==> src/rtl/dsr_pkg.sv <==
package dsr_pkg;
  localparam int FRAME_W   = 24;
  localparam int PAYLOAD_W = 16;
  localparam int RNG_W     = 3;
  localparam int CNT_W     = $clog2(FRAME_W);

  localparam logic [2:0] SEL_INPUT = 3'b000;
  localparam logic [2:0] SEL_RANGE = 3'b001;
  localparam logic [2:0] SEL_POWER = 3'b010;
  localparam logic [2:0] ADDR_ALL  = 3'b100;

  typedef struct packed {
    logic                 rd;
    logic                 rsvd;
    logic [2:0]           sel;
    logic [2:0]           addr;
    logic [PAYLOAD_W-1:0] data;
  } frame_t;
endpackage

==> src/rtl/dsr_serial.sv <==
module dsr_serial
  import dsr_pkg::*;
(
  input  logic                 clk,
  input  logic                 rst_n,
  input  logic                 ser_clk,
  input  logic                 ser_sel_n,
  input  logic                 ser_din,
  input  logic [PAYLOAD_W-1:0] rb_data,
  output frame_t               frame_o,
  output logic                 frame_vld_o,
  output logic                 ser_dout
);
  logic                 sclk_q, sel_q;
  frame_t               sr_q, sr_d;
  logic [CNT_W-1:0]     cnt_q, cnt_d;
  logic                 any_q, any_d;
  logic                 vld_q, vld_d;
  logic [PAYLOAD_W-1:0] rb_q, rb_d;
  logic                 pend_q, pend_d;
  logic                 sdo_q, sdo_d;
  logic                 fall, rise, start, stop;

  assign fall  = sclk_q & ~ser_clk & ~ser_sel_n;
  assign rise  = ~sclk_q & ser_clk & ~ser_sel_n;
  assign start = sel_q & ~ser_sel_n;
  assign stop  = ~sel_q & ser_sel_n;

  always_comb begin
    sr_d   = sr_q;
    cnt_d  = cnt_q;
    any_d  = any_q;
    sdo_d  = sdo_q;
    rb_d   = rb_q;
    pend_d = pend_q;
    vld_d  = stop & any_q & (cnt_q == '0);
    if (start) begin
      cnt_d = '0;
      any_d = 1'b0;
      if (pend_q) begin
        sr_d   = frame_t'({{(FRAME_W-PAYLOAD_W){1'b0}}, rb_q});
        pend_d = 1'b0;
      end
      sdo_d = sr_d[FRAME_W-1];
    end else if (fall) begin
      sr_d  = frame_t'({sr_q[FRAME_W-2:0], ser_din});
      cnt_d = (cnt_q == CNT_W'(FRAME_W-1)) ? '0 : cnt_q + 1'b1;
      any_d = 1'b1;
    end else if (rise) begin
      sdo_d = sr_q[FRAME_W-1];
    end
    if (vld_q && sr_q.rd && !sr_q.rsvd) begin
      rb_d   = rb_data;
      pend_d = 1'b1;
    end
  end

  always_ff @(posedge clk or negedge rst_n) begin
    if (!rst_n) begin
      sclk_q <= 1'b1;
      sel_q  <= 1'b1;
      sr_q   <= '0;
      cnt_q  <= '0;
      any_q  <= 1'b0;
      vld_q  <= 1'b0;
      rb_q   <= '0;
      pend_q <= 1'b0;
      sdo_q  <= 1'b0;
    end else begin
      sclk_q <= ser_clk;
      sel_q  <= ser_sel_n;
      sr_q   <= sr_d;
      cnt_q  <= cnt_d;
      any_q  <= any_d;
      vld_q  <= vld_d;
      rb_q   <= rb_d;
      pend_q <= pend_d;
      sdo_q  <= sdo_d;
    end
  end

  assign frame_o     = sr_q;
  assign frame_vld_o = vld_q;
  assign ser_dout    = sdo_q;

  // with the frame deselected the shift register is frozen
  a_r10_frozen: assert property (@(posedge clk) disable iff (!rst_n)
    ser_sel_n |=> $stable(sr_q));
  // no output change while deselected
  a_r10_sdo_hold: assert property (@(posedge clk) disable iff (!rst_n)
    ser_sel_n |=> $stable(sdo_q));
  // bit counter stays inside one frame length
  a_r5_cnt_bound: assert property (@(posedge clk) disable iff (!rst_n)
    cnt_q < CNT_W'(FRAME_W));
  // an accepted frame is reported for a single cycle
  a_r5_vld_pulse: assert property (@(posedge clk) disable iff (!rst_n)
    vld_q |=> !vld_q);
endmodule

==> src/rtl/dsr_regs.sv <==
module dsr_regs
  import dsr_pkg::*;
#(
  parameter int NUM_CH = 2,
  parameter int RES_W  = 16
) (
  input  logic                    clk,
  input  logic                    rst_n,
  input  frame_t                  frame_i,
  input  logic                    frame_vld_i,
  output logic [NUM_CH*RES_W-1:0] in_flat,
  output logic [NUM_CH*RNG_W-1:0] rng_flat,
  output logic [NUM_CH-1:0]       pwr,
  output logic [PAYLOAD_W-1:0]    rb_data
);
  logic              wr_ok;
  logic [NUM_CH-1:0] pwr_q, pwr_d;
  logic [2:0]        rd_ch;

  assign wr_ok = frame_vld_i & ~frame_i.rd & ~frame_i.rsvd;

  for (genvar c = 0; c < NUM_CH; c++) begin : g_ch
    logic             hit;
    logic [RES_W-1:0] in_q, in_d;
    logic [RNG_W-1:0] rng_q, rng_d;

    assign hit = (frame_i.addr == 3'(c)) || (frame_i.addr == ADDR_ALL);

    always_comb begin
      in_d  = in_q;
      rng_d = rng_q;
      if (wr_ok && hit) begin
        if (frame_i.sel == SEL_INPUT) in_d  = frame_i.data[PAYLOAD_W-1 -: RES_W];
        if (frame_i.sel == SEL_RANGE) rng_d = frame_i.data[RNG_W-1:0];
      end
    end

    always_ff @(posedge clk or negedge rst_n) begin
      if (!rst_n) begin
        in_q  <= '0;
        rng_q <= '0;
      end else begin
        in_q  <= in_d;
        rng_q <= rng_d;
      end
    end

    assign in_flat[c*RES_W +: RES_W]  = in_q;
    assign rng_flat[c*RNG_W +: RNG_W] = rng_q;
  end

  always_comb begin
    pwr_d = pwr_q;
    if (wr_ok && frame_i.sel == SEL_POWER) pwr_d = frame_i.data[NUM_CH-1:0];
  end

  always_ff @(posedge clk or negedge rst_n) begin
    if (!rst_n) pwr_q <= '0;
    else        pwr_q <= pwr_d;
  end

  assign pwr = pwr_q;

  assign rd_ch = (frame_i.addr == ADDR_ALL) ? 3'd0 : frame_i.addr;

  always_comb begin
    rb_data = '0;
    if (frame_i.sel == SEL_POWER) begin
      rb_data = PAYLOAD_W'(pwr_q);
    end else begin
      for (int c = 0; c < NUM_CH; c++) begin
        if (rd_ch == 3'(c)) begin
          if (frame_i.sel == SEL_INPUT)
            rb_data = PAYLOAD_W'(in_flat[c*RES_W +: RES_W]) << (PAYLOAD_W - RES_W);
          else if (frame_i.sel == SEL_RANGE)
            rb_data = PAYLOAD_W'(rng_flat[c*RNG_W +: RNG_W]);
        end
      end
    end
  end

  // a read frame leaves every register as it was
  a_r9_read_no_write: assert property (@(posedge clk) disable iff (!rst_n)
    (frame_vld_i && frame_i.rd) |=> ($stable(in_flat) && $stable(rng_flat) && $stable(pwr_q)));
  // a frame with the reserved bit set is dropped
  a_r5_rsvd_drop: assert property (@(posedge clk) disable iff (!rst_n)
    (frame_vld_i && frame_i.rsvd) |=> ($stable(in_flat) && $stable(rng_flat) && $stable(pwr_q)));
  // unused channel addresses write no input register
  a_r2_bad_addr: assert property (@(posedge clk) disable iff (!rst_n)
    (frame_vld_i && frame_i.addr != ADDR_ALL && frame_i.addr >= 3'(NUM_CH))
      |=> ($stable(in_flat) && $stable(rng_flat)));
endmodule

==> src/rtl/dsr_dacreg.sv <==
module dsr_dacreg #(
  parameter int NUM_CH = 2,
  parameter int RES_W  = 16
) (
  input  logic                    clk,
  input  logic                    rst_n,
  input  logic                    load_n,
  input  logic                    clear_n,
  input  logic                    coding_sel,
  input  logic [NUM_CH*RES_W-1:0] in_flat,
  output logic [NUM_CH*RES_W-1:0] dac_flat
);
  logic [RES_W-1:0] clr_code;

  assign clr_code = coding_sel ? {1'b1, {(RES_W-1){1'b0}}} : '0;

  for (genvar c = 0; c < NUM_CH; c++) begin : g_ch
    logic [RES_W-1:0] dac_q, dac_d;

    always_comb begin
      dac_d = dac_q;
      if (!clear_n)     dac_d = clr_code;
      else if (!load_n) dac_d = in_flat[c*RES_W +: RES_W];
    end

    always_ff @(posedge clk or negedge rst_n) begin
      if (!rst_n) dac_q <= '0;
      else        dac_q <= dac_d;
    end

    assign dac_flat[c*RES_W +: RES_W] = dac_q;
  end

  // clear drives every channel to the clear code
  a_r7_clear: assert property (@(posedge clk) disable iff (!rst_n)
    !clear_n |=> (dac_flat == {NUM_CH{$past(clr_code)}}));
  // load copies the input registers
  a_r6_load: assert property (@(posedge clk) disable iff (!rst_n)
    (clear_n && !load_n) |=> (dac_flat == $past(in_flat)));
  // without load or clear the DAC registers hold
  a_r6_hold: assert property (@(posedge clk) disable iff (!rst_n)
    (clear_n && load_n) |=> $stable(dac_flat));
endmodule

==> src/rtl/dac_serial_regs.sv <==
module dac_serial_regs
  import dsr_pkg::*;
#(
  parameter int NUM_CH = 2,
  parameter int RES_W  = 16
) (
  input  logic                    clk,
  input  logic                    rst_n,
  input  logic                    ser_clk,
  input  logic                    ser_sel_n,
  input  logic                    ser_din,
  output logic                    ser_dout,
  input  logic                    load_n,
  input  logic                    clear_n,
  input  logic                    coding_sel,
  output logic [NUM_CH*RES_W-1:0] dac_code,
  output logic [NUM_CH*RNG_W-1:0] out_range,
  output logic [NUM_CH-1:0]       ch_power
);
  frame_t                  frame;
  logic                    frame_vld;
  logic [PAYLOAD_W-1:0]    rb_data;
  logic [NUM_CH*RES_W-1:0] in_flat;

  dsr_serial i_serial (
    .clk         (clk),
    .rst_n       (rst_n),
    .ser_clk     (ser_clk),
    .ser_sel_n   (ser_sel_n),
    .ser_din     (ser_din),
    .rb_data     (rb_data),
    .frame_o     (frame),
    .frame_vld_o (frame_vld),
    .ser_dout    (ser_dout)
  );

  dsr_regs #(.NUM_CH(NUM_CH), .RES_W(RES_W)) i_regs (
    .clk         (clk),
    .rst_n       (rst_n),
    .frame_i     (frame),
    .frame_vld_i (frame_vld),
    .in_flat     (in_flat),
    .rng_flat    (out_range),
    .pwr         (ch_power),
    .rb_data     (rb_data)
  );

  dsr_dacreg #(.NUM_CH(NUM_CH), .RES_W(RES_W)) i_dacreg (
    .clk        (clk),
    .rst_n      (rst_n),
    .load_n     (load_n),
    .clear_n    (clear_n),
    .coding_sel (coding_sel),
    .in_flat    (in_flat),
    .dac_flat   (dac_code)
  );
endmodule

==> config.mk <==
export PLATFORM = sky130hd
export DESIGN_NAME = dac_serial_regs
export DESIGN_NICKNAME = d
export VERILOG_FILES = /design/src/rtl/dsr_pkg.sv /design/src/rtl/dsr_serial.sv /design/src/rtl/dsr_regs.sv /design/src/rtl/dsr_dacreg.sv /design/src/rtl/dac_serial_regs.sv
export SDC_FILE = /design/constraint.sdc
export NUM_CORES = 1
export LEC_CHECK = 0
export ABC_AREA = 1
export BUFFER_PORTS_ARGS = -buffer_cell sky130_fd_sc_hd__buf_2
export CAP_MARGIN = 20
export CELL_PAD_IN_SITES_DETAIL_PLACEMENT = 1
export CELL_PAD_IN_SITES_GLOBAL_PLACEMENT = 1
export CORE_UTILIZATION = 48
export CTS_BUF_LIST = sky130_fd_sc_hd__clkbuf_4 sky130_fd_sc_hd__clkbuf_8
export CTS_CLUSTER_DIAMETER = 40
export CTS_CLUSTER_SIZE = 12
export DETAILED_ROUTE_END_ITERATION = 6
export PLACE_DENSITY = 0.85
export SYNTH_ARGS = -nofsm -noshare
export SYNTH_HDL_FRONTEND = slang
export SYNTH_SLANG_ARGS = --single-unit
==> constraint.sdc <==
create_clock -name clk -period 2.12 [get_ports clk]
set_clock_uncertainty 0.2 [all_clocks]
set_input_delay 0 -clock clk [delete_from_list [all_inputs] [get_ports clk]]
set_output_delay 0 -clock clk [all_outputs]
set_load 0.005 [all_outputs]
==> results of run 1 <==
## power breakdown
part | switching [uW] | leakage [uW] | internal [uW] | total, uW
registers | 128 | 0.00169 | 2480 | 2610
logic | 455 | 0.00115 | 214 | 669
clock network | 910 | 0.000217 | 1200 | 2110
## per-stage QoR
stage                     power (uW)  cells  setup slack, ns  hold WS [ns]
after detailed placement        3280    751            0.321        -0.217
final                           5380    797            0.172         0.129
after global routing            5590    797            0.145         0.145
after CTS                       5400    798           0.0452         0.111
after floorplan                 3030    579            0.591        -0.496
after global placement          3240    751            0.403        -0.221
## state kept, by name, indices dropped and copies added, names as in the netlist
register / count
i_dacreg.g_ch.dac_q: 32
i_serial.sel_q: 1
i_regs.pwr: 2
i_regs.g_ch.in_q: 32
i_serial.frame_vld_o: 1
i_serial.pend_q: 1
i_serial.any_q: 1
i_regs.g_ch.rng_q: 6
i_serial.sclk_q: 1
i_serial.cnt_q: 5
i_serial.ser_dout: 1
i_serial.frame_o: 24
i_serial.rb_q: 16
## layout make-up
class,count,area share (%)
clock inverters,8,1.42
clock buffers,24,4.89
inverters,67,4.03
well taps,140,2.75
flip-flops and latches,123,48.4
repair buffers,73,8.45
multi-input cells,362,30.1
## worst reg2reg max path, stage by stage (launching register included)
cell and delay (ns):
dfrtp_1 0.43, nor2_4 0.16, inv_4 0.12, nor3_4 0.15, nand2_2 0.23, buf_12 0.24, nand2_1 0.10, o21ai_2 0.07
## synth_stat cells, types with 2 or more instances
cell and instances:
a21oi_1 3, inv_4 2, inv_1 58, nand2_2 18
o21ai_2 32, nand3_2 3, nand3_1 61, dfstp_2 2
o211ai_1 2, buf_1 4, nor2_1 3, ha_1 2
nor2_4 3, nand4_1 5, nand3_4 2, o22ai_1 21
clkbuf_1 5, buf_6 7, o21ai_1 29, buf_4 2
inv_2 7, nand2_1 153, buf_2 9, o21ai_0 15
dfrtp_1 121
## final timing paths
path                                      start                         end  depth (start not counted)
max                                     clear_n  i_dacreg.g_ch[1].dac_q[15]                          7
min                                     ser_din         i_serial.frame_o[0]                          4
max reg2reg                i_serial.frame_o[16]     i_regs.g_ch[0].in_q[10]                          7
min reg2reg                    i_serial.rb_q[1]            i_serial.rb_q[1]                          2
max in group asynchronous                 rst_n             i_serial.sclk_q                          4
min in group asynchronous                 rst_n   i_dacreg.g_ch[1].dac_q[1]                          4
## cells by family (layout without fill, tap and decap cells)
group                    Yosys count  after routing  share of synthesized area, %
AO/OA/AOI/OAI                    104            104                          12.6
XOR/XNOR                           1              1                         0.162
adder cells (fa/ha/maj)            2              2                         0.461
buffers and inverters             94            172                          7.91
flip-flops                       123            123                          56.8
AND/OR/NAND/NOR                  255            255                          22.0
## routing by layer
metal | routed length (um) | share of wire, % | up-vias
met4 | 194 | 1.3 | 0
met3 | 683 | 4.7 | 17
met2 | 7190 | 50 | 134
met5 | 0 | 0 | -
met1 | 6370 | 44 | 2163
li1 | - | - | 2020
## timing repair
action,4_1_cts,5_1_grt
hold buffers,15,0
setup endpoints to repair,0,1
setup buffers,0,0
endpoints found under the hold margin,174,0
resized for setup,0,6
==> summary.txt, run 1 <==
Setup path
  – CP arrival: 2.07 ns
  – Crit Path Max Fanout: 2
  – WS Path Type: input pin to flop
  – Crit-path slowest cell: dlygate4sd3_1
  – Critical path buffers and inverters: 5
  – Crit start category: input pin
  – CP endpoint kind: flop
  – Internal reg-to-reg setup slack: 0.31 ns
  – Most frequent cell on the critical path: dlygate4sd3_1
  – Req. time, crit path: 2.25 ns
  – Critical path's largest stage delay: 0.60 ns
  – Cell family with most CP delay: buffers and inverters
  – CP cell instances: dlygate4sd3_1, buf_2, inv_1, nand2_1, dlygate4sd3_1, o211ai_1, dlygate4sd3_1

Yosys
  – Yosys cell types: 35
  – Mapped Cells: 579
  – Synth top area share: 55.8%
  – Net Count, Synth: 589
  – Synth area leaders: dfrtp_1 56%, nand2_1 11%, nand3_1 5.6%, o21ai_2 5.2%, inv_1 4.0%
  – Post-Syn Area: 5420 um^2
  – Yosys reg bits: 123
  – Synth warnings: 0
  – Number of synthesized flops with an enable pin: 0
  – Async set or reset register ratio after synthesis: 100%
  – Most used flip-flop cell after synthesis: dfrtp_1
  – Syn_area_per_cell: 9.37 um^2
  – Post-synthesis sequential area ratio: 56.8%
  – Cell taking the most area after synthesis: dfrtp_1

Die
  – Vert. Die Dim: 108 um
  – Core area: 10900 um^2
  – I/O pins: 49
  – Initial core utilization: 49.6%
  – Area of the die: 11700 um^2
  – Die X: 108 um
  – # rows: 38

Timing
  – RSZ-0062 raised after global routing: no
  – Setup violations, final: 0
  – Final Hold Viols: 0
  – Final setup TNS: 0 ns
  – Fmax: 0.513 GHz
  – Slew margin rel.: 65.7%
  – Tcrit/Tclk final: 91.9%
  – Worst Max-Slew Pin Slew: 0.515 ns
  – Fin. max-slew vios: 0
  – Clock period minus worst slack: 1.95 ns

Clock network
  – CTS tree: done
  – Worst-path clk slew: 0.07 ns
  – H-tree depth: 4
  – Num CTS Buffers: 17
  – Root buffer cell: clkbuf_8
  – Clk sinks: 123
  – Clock buffer depth: 2
  – Clock Latency Late Sink: 0.45 ns

Finish
  – Layout cell share with drive strength beyond 1: 25.3%
  – Final net count: 654
  – Fill cells: 1273
  – ANT cells: 0
  – Final Util: 58.2%
  – Area Overhead vs Synth: 17.4%
  – Reg area: 3080 um^2
  – Area of the multi-input gates: 1910 um^2
  – Most frequent cells in the layout: 153 x nand2_1, 121 x dfrtp_1, 61 x nand3_1, 58 x inv_1, 47 x buf_2
  – Most common cell after layout, fill and taps aside: nand2_1
  – Final instance area: 6370 um^2

Detailed routing
  – # DRC: 0
  – Initial DRC count: 299
  – Avg WL per Cell: 18.1 um
  – DR vias/cell: 5.44
  – Via count: 4334
  – Final antenna-violating net count: 0
  – Drt pass-1 iters: 5
  – Total Routed Length: 14400 um

Placed design
  – GP Congestion: 0.786
  – Placed inst area: 5790 um^2
  – IO Port Bufs: 48
  – DP HPWL: 9650 um

Global routing
  – Vias in the first global route: 4523
  – Total global routing overflow: 0
  – Most used routing layer: met2
  – Met2 GRT Util: 43.5%
  – Largest net degree at the start of global routing: 49
  – GR Util met3: 5.73%
  – All-Layer GR Usage: 26.8%
  – First-pass GRT wire length: 23600 um
  – Initial antenna violation count: 0
  – Met1 Use GR: 35.4%

Power
  – Max VDD drop: 0.485 mV
  – Pwr dens: 845 nW/um^2
  – Leak pwr: 0.00306 uW

Hold path
  – Worst hold path class: input pin to flop

Job
  – Max-cap violations: 0

Status
  – Status: complete, no violations
Note: power is estimated with default switching activity, not from simulation.
==> run 2: changes to the inputs <==
--- a/config.mk
+++ b/config.mk
@@ -12,3 +12,4 @@
 export CELL_PAD_IN_SITES_GLOBAL_PLACEMENT = 1
-export CORE_UTILIZATION = 48
+export CORE_MARGIN = 2
+export CORE_UTILIZATION = 38
 export CTS_BUF_LIST = sky130_fd_sc_hd__clkbuf_4 sky130_fd_sc_hd__clkbuf_8
@@ -17,3 +18,3 @@
 export DETAILED_ROUTE_END_ITERATION = 6
-export PLACE_DENSITY = 0.85
+export PLACE_DENSITY = 0.7
 export SYNTH_ARGS = -nofsm -noshare
==> constraint.sdc (replaced) <==
create_clock -name clk -period 2.12 [get_ports clk]
set_clock_uncertainty 0.2 [all_clocks]
set_input_delay 0.106 -clock clk [delete_from_list [all_inputs] [get_ports clk]]
set_output_delay 0.106 -clock clk [all_outputs]
set_load 0.005 [all_outputs]
==> run 2 against run 1 <==
- register-to-register slack better by 0.04 ns
- worst hold slack worse by 0.10 ns
- global-route usage down 7.9 points
- design area down 0.92%
- sequential power about the same
- sequential share of layout area up 0.45 points
- power down 1.7%
- critical path type is now flop to flop
- largest power group unchanged
==> summary.txt, run 2 (synthesis results as in run 1) <==
Global routing
  – Largest net degree at the start of global routing: 78 (was 49)
  – Vias in the first global route: 4237 (was 4523)
  – Initial antenna violation count: 0 (unchanged)
  – First-pass GRT wire length: 21900 um (was 23600 um)
  – Total global routing overflow: 0 (unchanged)
  – All-Layer GR Usage: 18.9% (was 26.8%)

Timing
  – Final setup TNS: 0 ns (unchanged)
  – Slew margin rel.: 66.9% (was 65.7%)
  – Tcrit/Tclk final: 83.5% (was 91.9%)
  – RSZ-0062 raised after global routing: no (unchanged)
  – Fmax: 0.565 GHz (was 0.513 GHz)
  – Setup WS post-layout: 0.350 ns (was 0.172 ns)
  – Setup violations, final: 0 (unchanged)
  – Final Hold Viols: 0 (unchanged)
  – Worst Max-Slew Pin Slew: 0.497 ns (was 0.515 ns)
  – Clock period minus worst slack: 1.77 ns (was 1.95 ns)
  – Fin. max-slew vios: 0 (unchanged)

Power
  – Leak pwr: 0.00298 uW (was 0.00306 uW)
  – Max VDD drop: 0.309 mV (was 0.485 mV)
  – Pwr dens: 839 nW/um^2 (was 845 nW/um^2)

Die
  – # rows: 43 (was 38)
  – Vert. Die Dim: 123 um (was 108 um)
  – Initial core utilization: 38.9% (was 49.6%)
  – I/O pins: 49 (unchanged)
  – Die X: 123 um (was 108 um)
  – Core area: 13900 um^2 (was 10900 um^2)
  – Area of the die: 15200 um^2 (was 11700 um^2)

Clock network
  – H-tree depth: 4 (unchanged)
  – Worst-path clk slew: 0.08 ns (was 0.07 ns)
  – Cts repair resizes: 0 (unchanged)
  – CTS tree: done (unchanged)
  – Clock Latency Late Sink: 0.45 ns (about the same)
  – Root buffer cell: clkbuf_8 (unchanged)
  – Clock buffer depth: 2 (unchanged)
  – Post-CTS Setup Bufs: 0 (unchanged)
  – Num CTS Buffers: 17 (unchanged)
  – Clk sinks: 123 (unchanged)

Detailed routing
  – Via count: 4168 (was 4334)
  – Final antenna-violating net count: 0 (unchanged)
  – Total Routed Length: 13300 um (was 14400 um)
  – Drt pass-1 iters: 4 (was 5)
  – Initial DRC count: 203 (was 299)
  – # DRC: 0 (unchanged)
  – DR vias/cell: 5.00 (was 5.44)
  – Avg WL per Cell: 16.0 um (was 18.1 um)

Finish
  – ANT cells: 0 (unchanged)
  – Fill cells: 1607 (was 1273)
  – Layout cell share with drive strength beyond 1: 25.6% (was 25.3%)
  – Final Util: 45.3% (was 58.2%)
  – Non-Filler Instances: 833 (was 797)
  – Most common cell after layout, fill and taps aside: nand2_1 (unchanged)
  – Final net count: 650 (was 654)
  – Reg area: 3080 um^2 (unchanged)
  – Area Overhead vs Synth: 16.3% (was 17.4%)
  – Most frequent cells in the layout: 153 x nand2_1, 121 x dfrtp_1, 61 x nand3_1, 58 x inv_1, 47 x buf_2 (unchanged)
  – Area of the multi-input gates: 1910 um^2 (unchanged)

Placed design
  – DP HPWL: 9310 um (was 9650 um)
  – GP Congestion: 0.801 (was 0.786)
  – Placed cell count: 792 (was 751)
  – Setup WS pre-CTS: 0.361 ns (was 0.321 ns)
  – IO Port Bufs: 48 (unchanged)

Setup path
  – Crit-path slowest cell: dfrtp_1 (was dlygate4sd3_1)
  – WS Path Type: flop to flop (was input pin to flop)
  – Critical path's largest stage delay: 0.44 ns (was 0.60 ns)
  – CP arrival: 1.90 ns (was 2.07 ns)
  – CP cell instances: nor2_1, nand2_2, inv_2, nand3_4, buf_4, nand2_1, o21ai_2 (was dlygate4sd3_1, buf_2, inv_1, nand2_1, dlygate4sd3_1, o211ai_1, dlygate4sd3_1)
  – Crit Path Max Fanout: 32 (was 2)
  – CP endpoint kind: flop (unchanged)
  – Crit start category: flop (was input pin)
  – Req. time, crit path: 2.25 ns (about the same)

Status
  – Status: complete, no violations (unchanged)

Hold path
  – Worst hold path class: input pin to flop (unchanged)

Job
  – Max-cap violations: 0 (unchanged)
==> run 2: cell count changes in the layout (fill, tap and decap cells not counted) <==
| cell | delta |
|---|---|
| buf_12 | -4 |
| buf_4 | +5 |
| clkbuf_4 | -3 |
| clkbuf_8 | -4 |
| clkinv_2 | -2 |
| clkinv_4 | +2 |
| clkinvlp_4 | +6 |
| dlygate4sd3_1 | -5 |
| inv_6 | +1 |
==> run 2: area by class of cell <==
type / count / area share, %
Clock buffer: 17 / 3.71
Clock inverter: 15 / 2.40
Inverter: 67 / 4.07
Multi-Input combinational cell: 362 / 30.4
Sequential cell: 123 / 48.8
Tap cell: 180 / 3.57
Timing Repair Buffer: 69 / 7.06
==> run 2: routing by layer <==
metal	wire [um]	share of wire (%)	GRT usage [%]	vias to the layer above
met1	6820	51	27.1	2070
met2	5820	44	27.6	69
met5	0	0	0	-
met4	229	1.7	7.24	0
met3	461	3.5	4.47	23
li1	-	-	-	2006
==> run 2: path summary, 6_finish.rpt <==
kind                                            from  cells after the start  slack (ns)                        end
worst max-delay path            i_serial.frame_o[20]                      7        0.35    i_regs.g_ch[1].in_q[14]
worst min-delay path                          load_n                      3        0.02  i_dacreg.g_ch[0].dac_q[2]
worst max register to register  i_serial.frame_o[20]                      7        0.35    i_regs.g_ch[1].in_q[14]
worst min register to register      i_serial.rb_q[0]                      2        0.28           i_serial.rb_q[0]
max in group asynchronous                      rst_n                      4        0.76           i_serial.rb_q[9]
min in group asynchronous                      rst_n                      4        0.52              i_regs.pwr[1]
==> run 2: what timing repair did <==
action                                  CTS  global route
endpoints found under the setup margin    0             0
hold buffers                              9             0
hold endpoints to repair                152             0
==> run 2: worst max-delay path: cells and delay by family, from the launching register on <==
| family | cells | cell delay [ns] |
|---|---|---|
| flip-flops | 1 | 0.44 |
| AND/OR/NAND/NOR | 4 | 0.53 |
| AO/OA/AOI/OAI | 1 | 0.05 |
| buffers and inverters | 2 | 0.40 |
==> run 2: where the power goes <==
part	switching, uW	total, uW	internal, uW
registers	122	2600	2480
clock network	1010	2040	1040
logic	451	650	199
total	1580	5290	3710
==> run 2: per-stage QoR <==
step,area [um^2],hold slack [ns],total power [uW]
global route,6310,0.0221,5520
CTS,6310,0.00322,5360
finish,6310,0.0244,5290
floorplan,5420,-0.390,3030
detailed placement,5820,-0.145,3280
global placement,5820,-0.162,3250
